**config.mk**
```make
export PLATFORM = sky130hd
export DESIGN_NAME = csr_ctl_port
export DESIGN_NICKNAME = d
export VERILOG_FILES = /design/src/rtl/csr_port_pkg.sv /design/src/rtl/csr_port_ctrl.sv /design/src/rtl/csr_port_dpath.sv /design/src/rtl/csr_ctl_port.sv
export SDC_FILE = /design/constraint.sdc
export NUM_CORES = 1
export LEC_CHECK = 0
export ABC_AREA = 1
export BUFFER_PORTS_ARGS = -buffer_cell sky130_fd_sc_hd__buf_2
export CORE_MARGIN = 10
export CORE_UTILIZATION = 30
export DETAILED_ROUTE_END_ITERATION = 8
export PLACE_DENSITY_LB_ADDON = 0.2
export SLEW_MARGIN = 20
export SYNTH_ARGS = -nofsm -noshare
export SYNTH_HDL_FRONTEND = slang
export SYNTH_HIERARCHICAL = 1
export SYNTH_SLANG_ARGS = --single-unit
```
**constraint.sdc**
```tcl
create_clock -name clk -period 1.7 [get_ports clk]
set_input_delay 0 -clock clk [delete_from_list [all_inputs] [get_ports clk]]
set_output_delay 0 -clock clk [all_outputs]
set_load 0.05 [all_outputs]
```
**src/rtl/csr_port_pkg.sv**
```systemverilog
package csr_port_pkg;

  // Control register 0 bit positions (software decodes these)
  localparam int BIT_PRIO  = 15;
  localparam int BIT_STOP  = 14;
  localparam int BIT_TXDIS = 13;
  localparam int BIT_RXDIS = 12;
  localparam int BIT_TXON  = 5;
  localparam int BIT_RXON  = 4;

  typedef struct packed {
    logic ptrWr;    // load pointer
    logic csr0Wr;   // write control register 0
    logic plainWr;  // write one of the plain registers
    logic hold;     // engine state held in reset
  } strobe_t;

endpackage

```
**src/rtl/csr_port_ctrl.sv**
```systemverilog
module csr_port_ctrl
  import csr_port_pkg::*;
#(
  parameter int SEL_W = 3
) (
  input  logic             clk,
  input  logic             rstN,
  input  logic             hostWr,
  input  logic             hostIsData,
  input  logic [SEL_W-1:0] selIdx,
  input  logic             primStop,
  input  logic             primStart,
  input  logic             dtxBit,
  input  logic             drxBit,
  input  logic             txBusy,
  input  logic             rxBusy,
  output strobe_t          strb,
  output logic             stopFlag,
  output logic             txOnQ,
  output logic             rxOnQ
);

  logic selZero;
  assign selZero = (selIdx == '0);

  always_comb begin
    strb.ptrWr   = hostWr && !hostIsData;
    strb.csr0Wr  = hostWr && hostIsData && selZero;
    strb.plainWr = hostWr && hostIsData && !selZero;
    strb.hold    = stopFlag;
  end

  // Stopped flag: set by reset or stop, cleared by start; stop wins
  always_ff @(posedge clk or negedge rstN) begin
    if (!rstN)          stopFlag <= 1'b1;
    else if (primStop)  stopFlag <= 1'b1;
    else if (primStart) stopFlag <= 1'b0;
  end

  // Engine-on acknowledge flags: drop only at a frame boundary
  always_ff @(posedge clk or negedge rstN) begin
    if (!rstN) begin
      txOnQ <= 1'b0;
      rxOnQ <= 1'b0;
    end else if (stopFlag) begin
      txOnQ <= 1'b0;
      rxOnQ <= 1'b0;
    end else begin
      if (!dtxBit)      txOnQ <= 1'b1;
      else if (!txBusy) txOnQ <= 1'b0;
      if (!drxBit)      rxOnQ <= 1'b1;
      else if (!rxBusy) rxOnQ <= 1'b0;
    end
  end

endmodule

```
**src/rtl/csr_port_dpath.sv**
```systemverilog
module csr_port_dpath
  import csr_port_pkg::*;
#(
  parameter int DATA_W  = 16,
  parameter int NUM_CSR = 8,
  parameter int SEL_LSB = 1,
  localparam int SEL_W  = $clog2(NUM_CSR)
) (
  input  logic              clk,
  input  logic              rstN,
  input  strobe_t           strb,
  input  logic              hostIsData,
  input  logic [DATA_W-1:0] wrData,
  input  logic              prioDone,
  input  logic              stopFlag,
  input  logic              txOnQ,
  input  logic              rxOnQ,
  output logic [SEL_W-1:0]  selIdx,
  output logic [DATA_W-1:0] rdData,
  output logic              ptdmdQ,
  output logic              dtxQ,
  output logic              drxQ
);

  logic [DATA_W-1:0] ptrQ;
  logic [DATA_W-1:0] readTbl [NUM_CSR];
  logic [DATA_W-1:0] csr0Val;

  always_ff @(posedge clk or negedge rstN) begin
    if (!rstN)           ptrQ <= '0;
    else if (strb.ptrWr) ptrQ <= wrData;
  end

  assign selIdx = ptrQ[SEL_LSB +: SEL_W];

  // Writable bits of control register 0
  always_ff @(posedge clk or negedge rstN) begin
    if (!rstN) begin
      ptdmdQ <= 1'b0;
      dtxQ   <= 1'b0;
      drxQ   <= 1'b0;
    end else if (strb.hold) begin
      ptdmdQ <= 1'b0;
      dtxQ   <= 1'b0;
      drxQ   <= 1'b0;
    end else begin
      if (strb.csr0Wr && wrData[BIT_PRIO]) ptdmdQ <= 1'b1;
      else if (prioDone)                   ptdmdQ <= 1'b0;
      if (strb.csr0Wr) begin
        dtxQ <= wrData[BIT_TXDIS];
        drxQ <= wrData[BIT_RXDIS];
      end
    end
  end

  always_comb begin
    csr0Val            = '0;
    csr0Val[BIT_PRIO]  = ptdmdQ;
    csr0Val[BIT_STOP]  = stopFlag;
    csr0Val[BIT_TXDIS] = dtxQ;
    csr0Val[BIT_RXDIS] = drxQ;
    csr0Val[BIT_TXON]  = txOnQ;
    csr0Val[BIT_RXON]  = rxOnQ;
  end

  for (genvar g = 0; g < NUM_CSR; g++) begin : g_csr
    if (g == 0) begin : g_main
      assign readTbl[g] = csr0Val;
    end else begin : g_plain
      logic [DATA_W-1:0] storeQ;
      always_ff @(posedge clk or negedge rstN) begin
        if (!rstN)                                      storeQ <= '0;
        else if (strb.plainWr && selIdx == SEL_W'(g))   storeQ <= wrData;
      end
      assign readTbl[g] = storeQ;
    end
  end

  assign rdData = hostIsData ? readTbl[selIdx] : ptrQ;

endmodule

```
**src/rtl/csr_ctl_port.sv**
```systemverilog
module csr_ctl_port
  import csr_port_pkg::*;
#(
  parameter int DATA_W  = 16,
  parameter int NUM_CSR = 8,
  parameter int SEL_LSB = 1,
  localparam int SEL_W  = $clog2(NUM_CSR)
) (
  input  logic              clk,
  input  logic              rstN,
  input  logic              hostWr,
  input  logic              hostIsData,
  input  logic [DATA_W-1:0] hostWrData,
  output logic [DATA_W-1:0] hostRdData,
  input  logic              primStop,
  input  logic              primStart,
  input  logic              prioDone,
  input  logic              txBusy,
  input  logic              rxBusy,
  output logic              txPermit,
  output logic              rxPermit,
  output logic              localBusy,
  output logic              prioDemand,
  output logic              engineHold
);

  strobe_t          strb;
  logic [SEL_W-1:0] selIdx;
  logic             stopFlag, txOnQ, rxOnQ, ptdmdQ, dtxQ, drxQ;

  csr_port_ctrl #(.SEL_W(SEL_W)) u_ctrl (
    .clk(clk), .rstN(rstN), .hostWr(hostWr), .hostIsData(hostIsData),
    .selIdx(selIdx), .primStop(primStop), .primStart(primStart),
    .dtxBit(dtxQ), .drxBit(drxQ), .txBusy(txBusy), .rxBusy(rxBusy),
    .strb(strb), .stopFlag(stopFlag), .txOnQ(txOnQ), .rxOnQ(rxOnQ)
  );

  csr_port_dpath #(.DATA_W(DATA_W), .NUM_CSR(NUM_CSR), .SEL_LSB(SEL_LSB)) u_dpath (
    .clk(clk), .rstN(rstN), .strb(strb), .hostIsData(hostIsData),
    .wrData(hostWrData), .prioDone(prioDone), .stopFlag(stopFlag),
    .txOnQ(txOnQ), .rxOnQ(rxOnQ), .selIdx(selIdx), .rdData(hostRdData),
    .ptdmdQ(ptdmdQ), .dtxQ(dtxQ), .drxQ(drxQ)
  );

  assign txPermit   = txOnQ && !dtxQ && !stopFlag;
  assign rxPermit   = rxOnQ && !drxQ && !stopFlag;
  assign localBusy  = drxQ && !stopFlag;
  assign prioDemand = ptdmdQ;
  assign engineHold = stopFlag;

endmodule

```
==> metrics.cfg <==
[outcome]
run_status = finished with violations
failed_checks = negative setup slack

[route]
post_drt_wl_per_cell_um = 16.0
via_count = 5382
ant_nets = 0
detail_route.wirelength_um = 18700
drt_pre_antenna_iters = 5
routed_via_density = 4.60
drt_iter0_markers = 315
drc_viols = 0

[place]
hpwl_um = 12100
portBuffers = 45
placed_cells = 1113
gp_routability_congestion = 0.763
dpl-instance-area_um2 = 6920

[timing]
final_min_period_over_clock_period = 1.08
hold_ws_ns = 0.0111
maximum_clock_frequency_mhz = 542
fin_tns_setup_ns = -1.04
time_the_worst_path_needs_with_i_o_delays_and_setup_ns = 1.84
report.final.setup_viol = 16
rsz0062_at_grt = yes
remaining_max_slew_budget_at_the_tightest_pin = 0.632
hold_violations = 0
final_max_slew_viol_count = 0
final.setup_skew_ns = 0.00783
timing_worst_slew_pin_value_ns = 0.552
finalWorstSetupSlack_ns = -0.144

[power_and_ir_drop]
pwr-share-comb = 0.272
pwr_density_cell_nw_per_um2 = 1480
p_int_mw = 8.18
clock_power_share = 0.317
power_leakage_nw = 4.11
power.share.sequential = 0.411
peakVddDrop_uv = 768
netSwitchingPower_mw = 3.91
sw_frac_of_total = 0.323

[worst_setup_path]
timing.rr.start = u_dpath/ptrQ[1]
cp_max_fo = 7
worst-endpoint-required_ns = 1.70
critical_path_arrival_ns = 1.84
critical_path_launch_point_type = flop
cp-startpoint = u_dpath/ptrQ[1]
worstSetupPathType = reg -> out
critPathCaptureType = primary output

[flow_run]
maxCapViolCount = 0

[cells_and_area]
fin_util = 0.404
post_layout_nonfiller_instances = 1171
leading_cell_types_in_the_layout_fill_and_taps_excluded = 355 x sky130_fd_sc_hd__nand2_1, 131 x sky130_fd_sc_hd__dfrtp_1, 96 x sky130_fd_sc_hd__o21ai_1
num_antenna_cells = 0
final_layout_size_suffix_gt1_frac = 0.198
nets_finish = 913
design_area_um2 = 8200
final_common_cell = sky130_fd_sc_hd__nand2_1
area_delta_synth_final_pct = 32.1
final.fill_count = 2112

[floorplanning]
io_pins = 46
core_footprint_um2 = 20300
floorplan.rows = 52
die-area_um2 = 26800
floorplan.die.height_um = 164
die_w_um = 164
initial_core_util = 0.306

[logic_synthesis]
synth-seq-area-share = 0.541
count_of_cell_types_in_the_netlist = 22
postSynthCellCount = 807
mean_post_synth_cell_area_um2 = 7.69
syn_area_um2 = 6200
mappedNetlistNets = 832
yosysWarningCount = 6
post_synthesis_register_bit_count = 134

[clock_tree]
cts_tree = yes
cts_made_buffers = 17
total_number_of_h_tree_levels = 4
cts-root-to-sink-buffers = 2
root_buf_cell = sky130_fd_sc_hd__clkbuf_16
worst_path_clk_slew_ns = 0.06
cts.sink_count = 134
clkLatencyLatePin_ns = 0.43

[grt]
grt_first_pass_wirelength_um = 30000
globalRouteTotalUtil = 0.145
number_of_global_route_vias_before_repair = 5352
grt_start_max_net_pins = 55
grt.overflow.total = 0
antenna_violations_before_repair = 0

[min_path]
path_class_of_the_lowest_slack_min_delay_path = in -> reg
timing.hold.worst.start = hostWrData[15]

## per-stage QoR
step / power (mW) / setup WS, ns
2_1_floorplan: 7.01 / 0.280
3_3_place_gp: 7.82 / 0.166
3_5_place_dp: 7.87 / 0.165
4_1_cts: 12.1 / -0.0982
5_1_grt: 12.9 / -0.200
6_report: 12.1 / -0.144
## worst paths after layout
check                      slack (ns)                                   to  depth (start not counted)
max                             -0.14                        hostRdData[2]                          9
min reg2reg                      0.49  u_dpath/g_csr[3].g_plain.storeQ[14]                          2
max reg2reg                      0.10   u_dpath/g_csr[7].g_plain.storeQ[4]                          8
min in group asynchronous        0.10   u_dpath/g_csr[2].g_plain.storeQ[5]                          2
max in group asynchronous        0.97   u_dpath/g_csr[3].g_plain.storeQ[1]                          3
min                              0.01                     u_dpath/ptrQ[15]                          3
## area by class of cell
cell class,count,area (µm²),area share
Clock inverter,8,120,0.0147
Inverter,32,130,0.0159
Clock buffer,24,492,0.0600
Tap cell,270,338,0.0412
Sequential cell,134,3360,0.410
Multi-Input combinational cell,592,2630,0.320
Timing Repair Buffer,111,1130,0.138
## flip-flops by register name (all words and copies together) (netlist names)
register and cells:
u_ctrl/txOnQ 1, u_dpath/g_csr.g_plain.storeQ 112, u_dpath/drxQ 1, u_dpath/ptdmdQ 1, u_dpath/ptrQ 16, u_dpath/dtxQ 1
u_ctrl/stopFlag 1, u_ctrl/rxOnQ 1
## Yosys cell counts, drive strengths merged
library cell | instances | area, µm²
o21ai | 98 | 490
nand3 | 37 | 190
a21oi | 33 | 165
nor2 | 41 | 174
dfstp | 1 | 26.3
dfrtp | 133 | 3330
nand2 | 378 | 1420
inv | 32 | 120
clkbuf | 8 | 31.3
o21bai | 1 | 7.51
o22ai | 3 | 18.8
or2 | 1 | 6.26
buf | 41 | 224
## power by group through the flow
stage          Combinational [mW]  Clock (mW)  Sequential [mW]
6_report                     3.29        3.84             4.97
5_1_grt                      3.76        4.05             5.13
4_1_cts                      3.20        3.92             4.97
3_5_place_dp                 2.88           0             4.99
3_3_place_gp                 2.83           0             4.98
2_1_floorplan                2.18           0             4.83
## routing by layer
metal  part of all wire  wire length, µm  vias up  global-route usage
met3              0.056             1050       17              0.0368
met1               0.49             9220     2534               0.199
met2               0.44             8190      114               0.217
met5                  0                0        -                   0
li1                   -                -     2717                   -
met4              0.014              264        0              0.0491
## critical path: stages (launching register included)
cell	delay [ns]
sky130_fd_sc_hd__dfrtp_2	0.48
sky130_fd_sc_hd__buf_6	0.16
sky130_fd_sc_hd__nand2_4	0.07
sky130_fd_sc_hd__inv_4	0.04
sky130_fd_sc_hd__buf_12	0.13
sky130_fd_sc_hd__nand2_2	0.06
sky130_fd_sc_hd__nand3_2	0.08
sky130_fd_sc_hd__nand2_2	0.06
sky130_fd_sc_hd__nand3_2	0.13
sky130_fd_sc_hd__buf_8	0.19
## logic make-up (layout without fill, tap and decap cells)
logic type / after synthesis / count (layout) / share of synthesized area
AO/OA/AOI/OAI: 135 / 135 / 0.110
buffers and inverters: 81 / 175 / 0.0605
flip-flops: 134 / 134 / 0.541
AND/OR/NAND/NOR: 457 / 457 / 0.289
## timing repair
action / in CTS / in global routing
gates resized for setup: 78 / 30
buffers inserted: 3 / 1
endpoints found under the hold margin: 181 / 0
endpoints found under the setup margin: 16 / 16
pin swaps: 11 / 7
hold buffers: 19 / 0
cloned: 1 / 2
Note: power is estimated with default switching activity, not from simulation.
